===== src/rtl/pat_seq_pkg.sv =====
// Package: shared opcode and state encodings for the pattern address sequencer.
// Assumes a 4-bit opcode field; codes not listed behave as advance.
package pat_seq_pkg;

    typedef enum logic [3:0] {
        OP_ADV   = 4'd0,
        OP_LOOP  = 4'd1,
        OP_MLOOP = 4'd2,
        OP_END   = 4'd3,
        OP_CONT  = 4'd4,
        OP_BRK   = 4'd5,
        OP_JMP   = 4'd6,
        OP_BRP   = 4'd7,
        OP_BRF   = 4'd8,
        OP_CALL  = 4'd9,
        OP_RET   = 4'd10,
        OP_STOP  = 4'd11
    } op_e;

    typedef enum logic [1:0] {
        ST_RUN  = 2'd0,
        ST_DONE = 2'd1,
        ST_HALT = 2'd2
    } st_e;

endpackage


===== src/rtl/pat_seq_lifo.sv =====
// Module: pat_seq_lifo
// Last-in first-out store with push, pop and rewrite of the top entry.
// Assumes the caller never pushes when full nor pops when empty; such
// requests are ignored here and reported as faults by the caller.
// Storage cells carry no reset; only the occupancy count does.
module pat_seq_lifo #(
    parameter int W     = 8,
    parameter int DEPTH = 8
) (
    input  logic         clk,
    input  logic         rst_n,
    input  logic         push,
    input  logic         pop,
    input  logic         upd,
    input  logic [W-1:0] wdata,
    output logic [W-1:0] top,
    output logic         empty,
    output logic         full
);
    localparam int CNTW = $clog2(DEPTH + 1);
    localparam int IW   = (DEPTH > 1) ? $clog2(DEPTH) : 1;

    logic [W-1:0]    mem [DEPTH];
    logic [CNTW-1:0] fill;
    logic [IW-1:0]   top_ix;
    logic [IW-1:0]   wr_ix;

    assign top_ix = IW'(fill - 1'b1);
    assign wr_ix  = IW'(fill);
    assign empty  = (fill == '0);
    assign full   = (fill == CNTW'(DEPTH));
    assign top    = empty ? '0 : mem[top_ix];

    // Occupancy count: rises on push, falls on pop.
    always_ff @(posedge clk) begin
        if (!rst_n)
            fill <= '0;
        else if (push && !full)
            fill <= fill + 1'b1;
        else if (pop && !empty)
            fill <= fill - 1'b1;
    end

    // Entry storage: push writes above the top, update rewrites the top.
    always_ff @(posedge clk) begin
        if (push && !full)
            mem[wr_ix] <= wdata;
        else if (upd && !empty)
            mem[top_ix] <= wdata;
    end

endmodule


===== src/rtl/pat_seq_next.sv =====
// Module: pat_seq_next
// Combinational flow decision: from the current opcode, fields, flags and
// stack tops, picks the next address and the stack operations.
// Loop entry layout: {is_match, first body address, iterations left - 1}.
// Assumes the caller applies the stack requests only while running.
module pat_seq_next
    import pat_seq_pkg::*;
#(
    parameter int AW = 12,
    parameter int CW = 16
) (
    input  logic [3:0]       op,
    input  logic [AW-1:0]    addr,
    input  logic [AW-1:0]    tgt,
    input  logic [CW-1:0]    cnt,
    input  logic             match,
    input  logic             flag,
    input  logic [AW+CW:0]   lp_top,
    input  logic             lp_empty,
    input  logic             lp_full,
    input  logic [AW-1:0]    rs_top,
    input  logic             rs_empty,
    input  logic             rs_full,
    output logic [AW-1:0]    nxt_addr,
    output logic             lp_push,
    output logic             lp_pop,
    output logic             lp_upd,
    output logic [AW+CW:0]   lp_wdata,
    output logic             rs_push,
    output logic             rs_pop,
    output logic [AW-1:0]    rs_wdata,
    output logic             stop_hit,
    output logic             fault,
    output logic             tmo_hit
);
    logic [AW-1:0] inc;
    logic          e_match;
    logic [AW-1:0] e_start;
    logic [CW-1:0] e_rem;
    logic [AW-1:0] exit_a;
    logic [CW-1:0] first_rem;

    assign inc       = addr + 1'b1;
    assign e_match   = lp_top[AW+CW];
    assign e_start   = lp_top[AW+CW-1:CW];
    assign e_rem     = lp_top[CW-1:0];
    assign exit_a    = (op == OP_END) ? inc : tgt;
    assign first_rem = (cnt == '0) ? '0 : cnt - 1'b1;

    // Decode the opcode into next address, stack requests and events.
    always_comb begin
        nxt_addr = inc;
        lp_push  = 1'b0;
        lp_pop   = 1'b0;
        lp_upd   = 1'b0;
        lp_wdata = '0;
        rs_push  = 1'b0;
        rs_pop   = 1'b0;
        rs_wdata = inc;
        stop_hit = 1'b0;
        fault    = 1'b0;
        tmo_hit  = 1'b0;
        case (op)
            OP_LOOP, OP_MLOOP: begin
                if (lp_full) begin
                    fault = 1'b1;
                end else begin
                    lp_push  = 1'b1;
                    lp_wdata = {op == OP_MLOOP, inc, first_rem};
                end
            end
            OP_END, OP_CONT: begin
                if (lp_empty) begin
                    fault = 1'b1;
                end else if (e_match && match) begin
                    lp_pop   = 1'b1;
                    nxt_addr = exit_a;
                end else if (e_rem == '0) begin
                    lp_pop   = 1'b1;
                    nxt_addr = exit_a;
                    tmo_hit  = e_match;
                end else begin
                    lp_upd   = 1'b1;
                    lp_wdata = {e_match, e_start, e_rem - 1'b1};
                    nxt_addr = e_start;
                end
            end
            OP_BRK: begin
                if (lp_empty) begin
                    fault = 1'b1;
                end else begin
                    lp_pop   = 1'b1;
                    nxt_addr = tgt;
                end
            end
            OP_JMP:  nxt_addr = tgt;
            OP_BRP:  nxt_addr = flag ? tgt : inc;
            OP_BRF:  nxt_addr = flag ? inc : tgt;
            OP_CALL: begin
                if (rs_full) begin
                    fault = 1'b1;
                end else begin
                    rs_push  = 1'b1;
                    nxt_addr = tgt;
                end
            end
            OP_RET: begin
                if (rs_empty) begin
                    fault = 1'b1;
                end else begin
                    rs_pop   = 1'b1;
                    nxt_addr = rs_top;
                end
            end
            OP_STOP: begin
                stop_hit = 1'b1;
                nxt_addr = addr;
            end
            default: nxt_addr = inc;
        endcase
        if (fault)
            nxt_addr = addr;
    end

endmodule


===== src/rtl/pat_seq.sv =====
// Module: pat_seq (top)
// Pattern address sequencer: holds the current vector address and the run
// state, and owns the loop and return stacks. The instruction fields must
// belong to addr_o in the same cycle (combinational instruction read).
module pat_seq
    import pat_seq_pkg::*;
#(
    parameter int AW    = 12,
    parameter int CW    = 16,
    parameter int DEPTH = 8
) (
    input  logic          clk,
    input  logic          rst_n,
    input  logic [3:0]    op_i,
    input  logic [AW-1:0] tgt_i,
    input  logic [CW-1:0] cnt_i,
    input  logic          match_i,
    input  logic          flag_i,
    input  logic          ack_i,
    output logic [AW-1:0] addr_o,
    output logic          done_o,
    output logic          err_o,
    output logic          tmo_o
);
    localparam int LW = 1 + AW + CW;

    st_e           state;
    logic          run;
    logic [AW-1:0] nxt_addr;
    logic          lp_push, lp_pop, lp_upd, lp_empty, lp_full;
    logic [LW-1:0] lp_wdata, lp_top;
    logic          rs_push, rs_pop, rs_empty, rs_full;
    logic [AW-1:0] rs_wdata, rs_top;
    logic          stop_hit, fault, tmo_hit;

    assign run    = (state == ST_RUN);
    assign done_o = (state == ST_DONE);

    pat_seq_next #(.AW(AW), .CW(CW)) u_next (
        .op       (op_i),
        .addr     (addr_o),
        .tgt      (tgt_i),
        .cnt      (cnt_i),
        .match    (match_i),
        .flag     (flag_i),
        .lp_top   (lp_top),
        .lp_empty (lp_empty),
        .lp_full  (lp_full),
        .rs_top   (rs_top),
        .rs_empty (rs_empty),
        .rs_full  (rs_full),
        .nxt_addr (nxt_addr),
        .lp_push  (lp_push),
        .lp_pop   (lp_pop),
        .lp_upd   (lp_upd),
        .lp_wdata (lp_wdata),
        .rs_push  (rs_push),
        .rs_pop   (rs_pop),
        .rs_wdata (rs_wdata),
        .stop_hit (stop_hit),
        .fault    (fault),
        .tmo_hit  (tmo_hit)
    );

    pat_seq_lifo #(.W(LW), .DEPTH(DEPTH)) u_loop_stk (
        .clk   (clk),
        .rst_n (rst_n),
        .push  (lp_push & run),
        .pop   (lp_pop & run),
        .upd   (lp_upd & run),
        .wdata (lp_wdata),
        .top   (lp_top),
        .empty (lp_empty),
        .full  (lp_full)
    );

    pat_seq_lifo #(.W(AW), .DEPTH(DEPTH)) u_ret_stk (
        .clk   (clk),
        .rst_n (rst_n),
        .push  (rs_push & run),
        .pop   (rs_pop & run),
        .upd   (1'b0),
        .wdata (rs_wdata),
        .top   (rs_top),
        .empty (rs_empty),
        .full  (rs_full)
    );

    // Run state, address register, sticky error and timeout pulse.
    always_ff @(posedge clk) begin
        if (!rst_n) begin
            state  <= ST_RUN;
            addr_o <= '0;
            err_o  <= 1'b0;
            tmo_o  <= 1'b0;
        end else begin
            tmo_o <= 1'b0;
            case (state)
                ST_RUN: begin
                    if (fault) begin
                        state <= ST_HALT;
                        err_o <= 1'b1;
                    end else if (stop_hit) begin
                        state <= ST_DONE;
                    end else begin
                        addr_o <= nxt_addr;
                        tmo_o  <= tmo_hit;
                    end
                end
                ST_DONE: begin
                    if (ack_i) begin
                        state  <= ST_RUN;
                        addr_o <= addr_o + 1'b1;
                    end
                end
                default: state <= ST_HALT;
            endcase
        end
    end

endmodule


===== config.mk =====
export PLATFORM = sky130hd
export DESIGN_NAME = pat_seq
export DESIGN_NICKNAME = d
export VERILOG_FILES = /design/src/rtl/pat_seq_pkg.sv /design/src/rtl/pat_seq_lifo.sv /design/src/rtl/pat_seq_next.sv /design/src/rtl/pat_seq.sv
export SDC_FILE = /design/constraint.sdc
export NUM_CORES = 1
export LEC_CHECK = 0
export ABC_AREA = 1
export BUFFER_PORTS_ARGS = -buffer_cell sky130_fd_sc_hd__buf_2
export CAP_MARGIN = 0
export CORE_MARGIN = 5
export CORE_UTILIZATION = 45
export CTS_BUF_LIST = sky130_fd_sc_hd__clkbuf_16
export DETAILED_ROUTE_END_ITERATION = 8
export GPL_TIMING_DRIVEN = 0
export PLACE_DENSITY_LB_ADDON = 0.08
export SLEW_MARGIN = 15
export SYNTH_ARGS = -nofsm -noshare
export SYNTH_HDL_FRONTEND = slang
export SYNTH_SLANG_ARGS = --single-unit

===== constraint.sdc =====
create_clock -name clk -period 14.8 [get_ports clk]
set_input_delay 0.74 -clock clk [delete_from_list [all_inputs] [get_ports clk]]
set_output_delay 0.74 -clock clk [all_outputs]
set_load 0.05 [all_outputs]

## Yosys cells after proc, flatten, opt, wreduce, memory -nomap -nowiden

Memory sizes are Yosys's and may differ from the RTL's.
Index checks and enable logic that the tools add are counted.

| word-level totals | value |
|---|---|
| word-level logic and storage cells | 129 |
| memory bits (writable) | 328 |
| register bits | 24 |
| output and inout port bits | 15 |
| memories | 2 |

Memory list:

| memory | depth | width | rd ports | clocked after memory_dff | wr ports | line | source |
|---|---|---|---|---|---|---|---|
| u_loop_stk.mem | 8 | 29 | 1 | 0 | 1 | pat_seq_lifo.sv:23 | `logic [W-1:0] mem [DEPTH];` |
| u_ret_stk.mem | 8 | 12 | 1 | 0 | 1 | pat_seq_lifo.sv:23 |  |

| cells by class | value |
|---|---|
| reductions and logical operators | 26 |
| bitwise gates (word level) | 9 |
| eq/ne operators | 19 |
| add/subtract/negate cells | 7 |
| multiplexer cells | 60 |

Operators with widths:

| cell | count |
|---|---|
| 29-bit 2-to-1 mux | 6 |
| 12-bit 2-to-1 mux | 12 |
| 12-bit one-hot mux with 8 select lines | 1 |
| 29-bit one-hot mux with 2 select lines | 1 |
| 16-bit zero test | 2 |
| 16-bit by 1-bit subtractor with 16-bit output (second input constant) | 2 |
| 29-bit OR reduction | 1 |
| 1-bit 2-to-1 mux | 27 |
| 4-bit == test (second input constant) | 6 |
| 12-bit one-hot mux with 2 select lines | 1 |
| 4-bit by 3-bit == test with 1-bit output (second input constant) | 4 |
| 16-bit 2-to-1 mux | 1 |
| 4-bit 2-to-1 mux | 4 |
| 12-bit by 1-bit adder with 12-bit output (second input constant) | 1 |
| 4-bit by 1-bit adder with 4-bit output (second input constant) | 2 |
| 4-bit by 2-bit == test with 1-bit output (second input constant) | 2 |
| 4-bit zero test | 2 |
| 2-bit inequality test (second input constant) | 4 |
| 8-bit OR reduction | 1 |
| 4-bit by 1-bit subtractor with 4-bit output (second input constant) | 2 |
| 1-bit logical AND | 6 |
| 2-bit 2-to-1 mux | 3 |
| 2-bit nonzero test | 3 |
| 1-bit bitwise AND | 5 |
| other kinds (14) | 22 |

## Longest topological paths before layout

Gate-level depths: netlist of run 1.
An unclocked memory read counts as a cell.

| depth | value |
|---|---|
| depth in word-level cells | 15 |
| mapped depth | 27 |
| depth with buffers taken out | 20 |

## Hierarchy

A second synthesis of run 1 with hierarchy kept.

| second synthesis, totals | value |
|---|---|
| cells, all modules | 1767 |
| area, all modules | 17146.4 um^2 |

By module, submodules not included:

| module | area an instance (um^2) | cells each | instances |
|---|---|---|---|
| pat_seq_lifo at u_loop_stk | 9500.4 | 766 | 1 |
| pat_seq_lifo at u_ret_stk | 4252.8 | 362 | 1 |
| pat_seq_next | 2407.3 | 480 | 1 |
| pat_seq | 985.9 | 159 | 1 |

## Worst setup path after synthesis of run 1

OpenSTA, ideal clock, no wires.

| timing path | value |
|---|---|
| path kind | register to register |
| start | reg u_loop_stk.fill[0] |
| end | mem u_loop_stk.mem[1][0] (netlist bit) (enable) |
| stages on the path, launching flop included | 28 |
| arrival | 4.642 ns |
| slack | 9.743 ns |
| library setup time | 0.415 ns |
| cell sequence | dfxtp_1 > buf_4 > inv_4 > buf_6 > buf_4 > buf_2 > buf_2 > ha_1 > inv_2 > buf_2 > buf_2 > nor2_1 > o21ai_1 > nand2_1 > o211ai_1 > ha_1 > nand2_1 > inv_1 > nand2_4 > nor2_4 > nand2_4 > nand4_4 > inv_4 > nand2_4 > nand2_2 > nand2_1 > nand2_2 > nor2_1 |

| on the way | value |
|---|---|
| word-level cells in the longest chain between the ends | 15 |
| elaborated cells between the ends (all ways) | 27 |
| those cells by class | 1 x add/sub; 1 x eq/ne; 14 x mux; 2 x bitwise; 8 x reduce/logical; 1 x memory |

Ends and longest elaborated chain:

| what | line | source |
|---|---|---|
| start, declared | pat_seq_lifo.sv:24 | `logic [CNTW-1:0] fill;` |
| start signal, assigned | pat_seq_lifo.sv:39 | `fill <= fill + 1'b1;` |
| start signal, assigned | pat_seq_lifo.sv:41 | `fill <= fill - 1'b1;` |
| 4-bit by 1-bit subtractor with 4-bit output | - |  |
| memory read 8 x 29 bit | - |  |
| 29-bit 2-to-1 mux | pat_seq_lifo.sv:32 | `assign top = empty ? '0 : mem[top_ix];` |
| 16-bit zero test | pat_seq_next.sv:78 | `end else if (e_rem == '0) begin` |
| 1-bit 2-to-1 mux | pat_seq_next.sv:78 |  |
| 1-bit 2-to-1 mux | pat_seq_next.sv:75 | `end else if (e_match && match) begin` |
| 1-bit 2-to-1 mux | pat_seq_next.sv:73 | `if (lp_empty) begin` |
| 1-bit 2-to-1 mux | pat_seq_next.sv:63 | `case (op)` |
| 1-bit bitwise AND | pat_seq.sv:70 | `.upd (lp_upd & run),` |
| 1-bit logical AND | pat_seq_lifo.sv:48 | `else if (upd && !empty)` |
| 1-bit 2-to-1 mux | pat_seq_lifo.sv:48 |  |
| 1-bit 2-to-1 mux | pat_seq_lifo.sv:46 | `if (push && !full)` |
| 1-bit 2-to-1 mux (not written as such) | pat_seq_lifo.sv:49 | `mem[top_ix] <= wdata;` |
| 29-bit OR reduction (no line) | - |  |
| 3-bit 2-to-1 mux (no line) / 1-bit 2-to-1 mux (equally long branches) | - |  |
| end, declared | pat_seq_lifo.sv:23 |  |

Parallel ways exist; a longest one is shown, timed or not.

## Worst setup path in the final report of run 1

| timing path | value |
|---|---|
| start | reg u_loop_stk.fill[0] |
| end | mem u_loop_stk.mem[1][25] (netlist bit) (enable) |

Same word-level chain as after synthesis.

==> results.tsv, run 1 <==
metric	value	unit
synth_compound_area_frac	0.113	
nNetsFinal	1814	
cp_slowest_stage_delay	0.54	ns
status	completed	
synthesis.area	16700	um^2
synth.distinct_cells	47	
startpoint_type	flop	
ys_seq_area_frac	0.620	
switchingPower	1.12	mW
max_freq	168	MHz
viasPerCell	5.57	
p_sw_frac	0.362	
rsz0062_at_grt	no	
dpl_cell_area	17900	um^2
tns	0	ns
synth_fa_ha_area_frac	0.00525	
die_x	202	um
maxCapViolCount	0	
finalNonFillerCells	2267	
hold_path.class	flop to flop	
max_slew_margin	0.256	
vias	12600	
core_area	36600	um^2
yosys_warnings	0	
area.sequential	10300	um^2
cts_resized	0	
tightest_slew	1.11	ns
n_antenna_cell	0	
whs	0.497	ns
syn_nets	1704	
clkPwrFrac	0.289	
worstPathArrival	6.21	ns
synth_xor_area_frac	0.0224	
crit_fanout	18	
first_pass_iters	7	
min_from	u_ret_stk.fill[3]$_SDFFE_PN0P_	
pwr-share-comb	0.329	
syn_inst	1660	
place_inst	2197	
busiest_layer	met2	
fin_ws	8.83	ns
p_int	1.96	mW
gp_congestion	0.909	
met1_usage	0.330	
power_frac_seq	0.381	
final_cell_area	19100	um^2
synth-simple-area-share	0.175	
die-area	41000	um^2
post-route-util	0.522	
cts_tree	yes	
grt-ovfl-total	0	
avgSynthCellArea	10.0	um^2
fin_crit	5.97	ns
cts_sinks	352	
io_pins	52	
synth_top_family_by_area	simple AND/OR/NAND/NOR gates	
drt_iter0_drc	1053	
wl_per_cell	21.5	um
p_leak	7.29	nW
grt_max_degree	23	
met2_usage	0.383	
root_buffer	clkbuf_16	
final_common_cell	edfxtp_1	
die_y	202	um
reg2reg_from	u_loop_stk.fill[0]$_SDFFE_PN0P_	
multi_input_area	5370	um^2
insertion_delay	0.55	ns
final_max_slew_viol_count	0	
port_buffers	51	
critPathRequiredTime	15.05	ns
fin_skew	0.00991	ns
critPathLaunch	u_loop_stk.fill[0]$_SDFFE_PN0P_	
nFillCells	3298	
ant_nets	0	
h-tree-depth	2	
cp-end-kind	flop	
cpMostUsedCell	buf_2	
drt_wl_total	48700	um
ir_drop	0.0000874	V
post-cts-setup-buffers	0	
use_met3	0.0342	
grt_pass1_wl	73500	um
p_total	3.08	mW
grt_util_all_layers	0.234	
drc	0	
grt_pass1_vias	12100	
dp_hpwl	33700	um
setup_viol	0	
cts_made_buffers	39	
cts_buffer_depth	3	
drive_gt1_frac	0.123	
final.period_utilization	0.403	
place_ws	8.85	ns
synth_mux_area_frac	0.00120	
num_rows	70	
grt_antenna_before_repair	0	
slowest_stage	nor2_4	
p_per_area	161	nW/um^2
critPathKind	flop to flop	
clk_pin_slew	0.05	ns
ys_ff_latch	352	
synthToLayoutAreaGrowth	14.6	%
hold_viol	0	
final_cell_mix	328 x edfxtp_1, 294 x nand2_1, 202 x nor2_1	
start_util	0.455	
hold_buffers	0	
-- critical path, delay by kind of cell (launching register included) --
kind / cells / cell delay (ns)
adders and majority gates: 2 / 0.62
AOI/OAI and AO/OA: 2 / 0.45
and+or+nand+nor: 12 / 1.73
buffers and inverters: 12 / 2.53
DFF: 1 / 0.31
-- power groups by stage --
stage | combinational [mW] | sequential [mW] | clock [mW]
6_report | 1.01 | 1.17 | 0.891
5_1_grt | 1.11 | 1.18 | 0.951
4_1_cts | 1.01 | 1.17 | 0.910
3_5_place_dp | 1.00 | 1.20 | 0
3_3_place_gp | 0.982 | 1.20 | 0
2_1_floorplan | 0.664 | 1.21 | 0
-- cell type report --
type                            count  area share
Multi-Input combinational cell   1056       0.281
Sequential cell                   352       0.541
Inverter                          166      0.0330
Buffer                             86      0.0225
Tap cell                          468      0.0306
Timing Repair Buffer               69      0.0305
Clock inverter                     29     0.00779
Clock buffer                       41      0.0537
-- synthesized netlist by cell type (all sizes together) --
cell      n  area, um^2
edfxtp  328        9850
nand2   302        1170
nor2    217         837
o21ai   167         836
inv     165         627
nand3   127         691
a21oi    53         265
o22ai    49         307
buf      45         275
clkbuf   41         154
xor2     26         235
dfxtp    24         480
o221ai   23         201
o211ai   17         128
nand4    15         109
nor3     15        75.1
xnor2    14         138
ha        7        87.6
a211oi    4        30.0
nor4      4        25.0
a21o      2        15.0
a31oi     2        12.5
mux2i     2        20.0
o221a     2        22.5
a221oi    1        8.76
a32o      1        10.0
a41oi     1        8.76
clkinv    1        3.75
nor4b     1        8.76
o21bai    1        7.51
o311ai    1        8.76
o41ai     1        16.3
or2       1        6.26
-- layer usage --
metal	share of wire	wire length (um)
met1	0.45	21800
met2	0.47	22900
met5	0	0
met4	0.026	1260
met3	0.055	2680
-- sequential cells by signal (all words and copies together), names as in the netlist --
signal / count
u_loop_stk.fill: 4
err_o: 1
addr_o: 12
u_loop_stk.mem: 232
u_ret_stk.mem: 96
u_ret_stk.fill: 4
state: 2
tmo_o: 1
-- cells by family (layout without fill, tap and decap cells) --
logic type,count (synthesis),after routing
compound gates,325,325
buf+inv,252,391
simple gates,682,682
fa+ha+maj,7,7
flops,352,352
mux,2,2
xor+xnor,40,40
-- final timing paths --
kind              cells after the start                         endpoint  slack [ns]
setup / recovery                     28  u_loop_stk.mem[1][25]$_DFFE_PP_        8.83
hold / removal                        2   u_ret_stk.fill[3]$_SDFFE_PN0P_        0.50
setup reg to reg                     28  u_loop_stk.mem[1][25]$_DFFE_PP_        8.83
hold reg to reg                       2   u_ret_stk.fill[3]$_SDFFE_PN0P_        0.50
Note: power is estimated with default switching activity, not from simulation.
==> inputs of run 2 (changes only) <==
- ABC_AREA: 1 -> 0
- clock period: 14.8 -> 5.35 ns (I/O delays scaled with it)
==> results.tsv, run 2 <==
metric	value	unit	change
status	completed		
multi_input_area	5400	um^2	+0.47%
viasPerCell	5.94		+6.6%
port_buffers	48		-5.9%
hold_path.class	primary input to flop		
drive_gt1_frac	0.215		+0.0920
insertion_delay	0.55	ns	about the same
whs_path_depth	3		+1
grt_pass1_vias	10100		-17%
final.period_utilization	0.957		+0.554
reg2reg_slack	0.23	ns	-8.60 ns
n_antenna_cell	0		unchanged
cp-end-kind	flop		
wl_per_cell	25.3	um	+18%
tns	0	ns	unchanged
post-route-util	0.524		+0.00259
synthArstFlopShare	0		unchanged
cts_buffer_depth	3		unchanged
drc	0		unchanged
maxCapViolCount	0		unchanged
fin_crit	5.12	ns	-0.848 ns
num_rows	69		-1.4%
largest_registers	u_loop_stk.mem x232, u_ret_stk.mem x96, addr_o x12		
final_max_slew_viol_count	0		unchanged
synthToLayoutAreaGrowth	15.9	%	
p_total	7.35	mW	+140%
synthesis.area	16000	um^2	-3.9%
grt_antenna_before_repair	2		+2
tightest_slew	1.18	ns	+0.0689 ns
syn_inst	1079		-35%
p_per_area	396	nW/um^2	+150%
r2r_end	u_loop_stk.mem[7][12]$_DFFE_PP_		
synthMostInstantiatedCell	edfxtp_1		
critPathKind	flop to flop		
die_x	199	um	-1.9%
synth-edff-count	328		unchanged
grt-ovfl-total	0		unchanged
die-area	39500	um^2	-3.7%
ys_seq_area_frac	0.645		+0.0251
core_area	35400	um^2	-3.3%
startpoint_type	flop		
root_buffer	clkbuf_16		
drt_wl_total	42500	um	-13%
hold_buffers	0		unchanged
first_pass_iters	5		-2
cts_tree	yes		
setup_viol	0		unchanged
grt_max_degree	30		+30%
worstPathArrival	5.37	ns	-0.84 ns
cts_sinks	352		unchanged
crit_fanout	12		-6
ir_drop	0.000237	V	+170%
final_common_cell	edfxtp_1		
top_register	u_loop_stk.mem		
grt_pass1_wl	64400	um	-12%
io_pins	52		unchanged
vias	9955		-21%
largest_register_ffs	232		unchanged
synth_top_area_share	0.615		+0.0240
final_cell_area	18600	um^2	-2.8%
gp_congestion	0.904		-0.52%
hold_end	addr_o[0]$_SDFFE_PN0P_		
min_from	tgt_i[0]		
p_leak	6.24	nW	-14%
ant_nets	0		unchanged
die_y	199	um	-1.9%
h-tree-depth	2		unchanged
nFillCells	2982		-9.6%
fin_skew	0.0239	ns	+0.0140 ns
nNetsFinal	1231		-32%
drt_iter0_drc	830		-21%
synth_commonest_cells	328 x edfxtp_1, 76 x nand2_1, 68 x mux4_2		
cts_made_buffers	38		-2.6%
syn_nets	1123		-34%
max_freq	195	MHz	+17%
synth.area.top_cells	edfxtp_1 61%, mux4_2 9.6%, mux2i_1 3.5%, dfxtp_1 3.0%, nand2_1 1.8%		
dp_hpwl	29300	um	-13%
hold_viol	0		unchanged
grt_util_all_layers	0.218		-0.0160
reg2reg_from	u_loop_stk.fill[0]$_SDFFE_PN0P_		
synth.distinct_cells	76		+62%
avgSynthCellArea	14.8	um^2	+48%
rr_worst_depth	20		-29%
critPathRequiredTime	5.60	ns	-9.45 ns
area.sequential	10300	um^2	unchanged
clk_pin_slew	0.06	ns	about the same
rsz0062_at_grt	no		
ys_ff_latch	352		unchanged
start_util	0.453		-0.00274
synth_top_area_cell	edfxtp_1		
max_slew_margin	0.209		-0.0473
final_cell_mix	328 x edfxtp_1, 76 x nand2_1, 68 x mux4_2		
dpl_cell_area	17200	um^2	-4.0%
synthFlopType	edfxtp_1		
yosys_warnings	0		unchanged
-- run 2: cell count changes after synthesis, sizes merged, moves of 24 or more --
cell and delta:
a21oi -24, inv -144, mux2i +54, mux4 +68, nand2 -224, nand3 -103, nor2 -148, o21ai -127
-- run 2: cell families (layout without fill, tap and decap cells) --
logic type / Yosys count / in the layout / share of synthesized area
fa+ha+maj: 7 / 7 / 0.00547
flops: 352 / 352 / 0.645
simple gates: 272 / 272 / 0.0832
buf+inv: 85 / 221 / 0.0255
compound gates: 190 / 190 / 0.0815
xor+xnor: 42 / 42 / 0.0239
mux: 131 / 131 / 0.136
-- run 2: area by class of cell --
class,instances,area share
plain buffers,63,0.0181
inverters,21,0.00425
clock buffers,39,0.0526
clock inverters,29,0.0123
well taps,461,0.0311
flip-flops and latches,352,0.556
repair buffers,69,0.0345
multi-input cells,642,0.291
-- run 2: metal layers --
layer / wire, um / part of all wire / track usage
met1: 18700 / 0.44 / 0.308
met2: 20500 / 0.48 / 0.359
met3: 2450 / 0.058 / 0.0366
met4: 775 / 0.018 / 0.0491
met5: 23 / 0.00054 / 0
-- run 2: worst max path at each step --
stage / start / to / slack, ns / cells after the start
2_1_floorplan: u_loop_stk.fill[0]$_SDFFE_PN0P_ / u_loop_stk.mem[4][0]$_DFFE_PP_ / -0.32 / 19
5_1_grt: u_loop_stk.fill[0]$_SDFFE_PN0P_ / u_loop_stk.mem[6][13]$_DFFE_PP_ / 0.02 / 20
3_3_place_gp: u_loop_stk.fill[0]$_SDFFE_PN0P_ / u_loop_stk.mem[4][27]$_DFFE_PP_ / -4.50 / 18
4_1_cts: u_loop_stk.fill[0]$_SDFFE_PN0P_ / u_loop_stk.mem[3][23]$_DFFE_PP_ / -0.11 / 19
3_5_place_dp: u_loop_stk.fill[0]$_SDFFE_PN0P_ / u_loop_stk.mem[4][27]$_DFFE_PP_ / -0.70 / 18
6_report: u_loop_stk.fill[0]$_SDFFE_PN0P_ / u_loop_stk.mem[7][12]$_DFFE_PP_ / 0.23 / 20
-- run 2: report_power, final --
part | internal (mW) | leakage [nW] | switching [mW] | total, mW
Combinational | 0.585 | 2.39 | 1.05 | 1.64
Clock | 1.47 | 0.619 | 1.08 | 2.55
Sequential | 3.11 | 3.22 | 0.0410 | 3.15
Total | 5.17 | 6.24 | 2.17 | 7.35
-- run 2: critical path: stages (launching register included) --
cell,delay (ns)
dfxtp_1,0.37
buf_6,0.18
buf_12,0.17
inv_2,0.15
ha_1,0.24
buf_4,0.18
xnor2_4,0.31
buf_4,0.29
clkbuf_2,0.34
nand2_1,0.10
nand2_1,0.08
nand2_1,0.08
ha_1,0.23
o21a_1,0.15
and4_4,0.22
a21oi_4,0.23
nand2_2,0.26
or4_4,0.62
o21ai_4,0.22
buf_16,0.19
buf_16,0.16
-- run 2: what timing repair did --
action | CTS | global route
resized for setup | 6 | 10
endpoints found under the setup margin | 392 | 235
buffers inserted | 8 | 0
pin swaps | 6 | 0
cloned | 0 | 0
-- run 2: stage by stage --
step | worst slack (ns) | hold slack [ns] | cells
finish | 0.229 | 0.0606 | 1676
global route | 0.0209 | 0.0740 | 1676
CTS | -0.109 | 0.0376 | 1677
detailed placement | -0.696 | 0.457 | 1601
global placement | -4.50 | 0.450 | 1588
floorplan | -0.317 | 0.447 | 1079
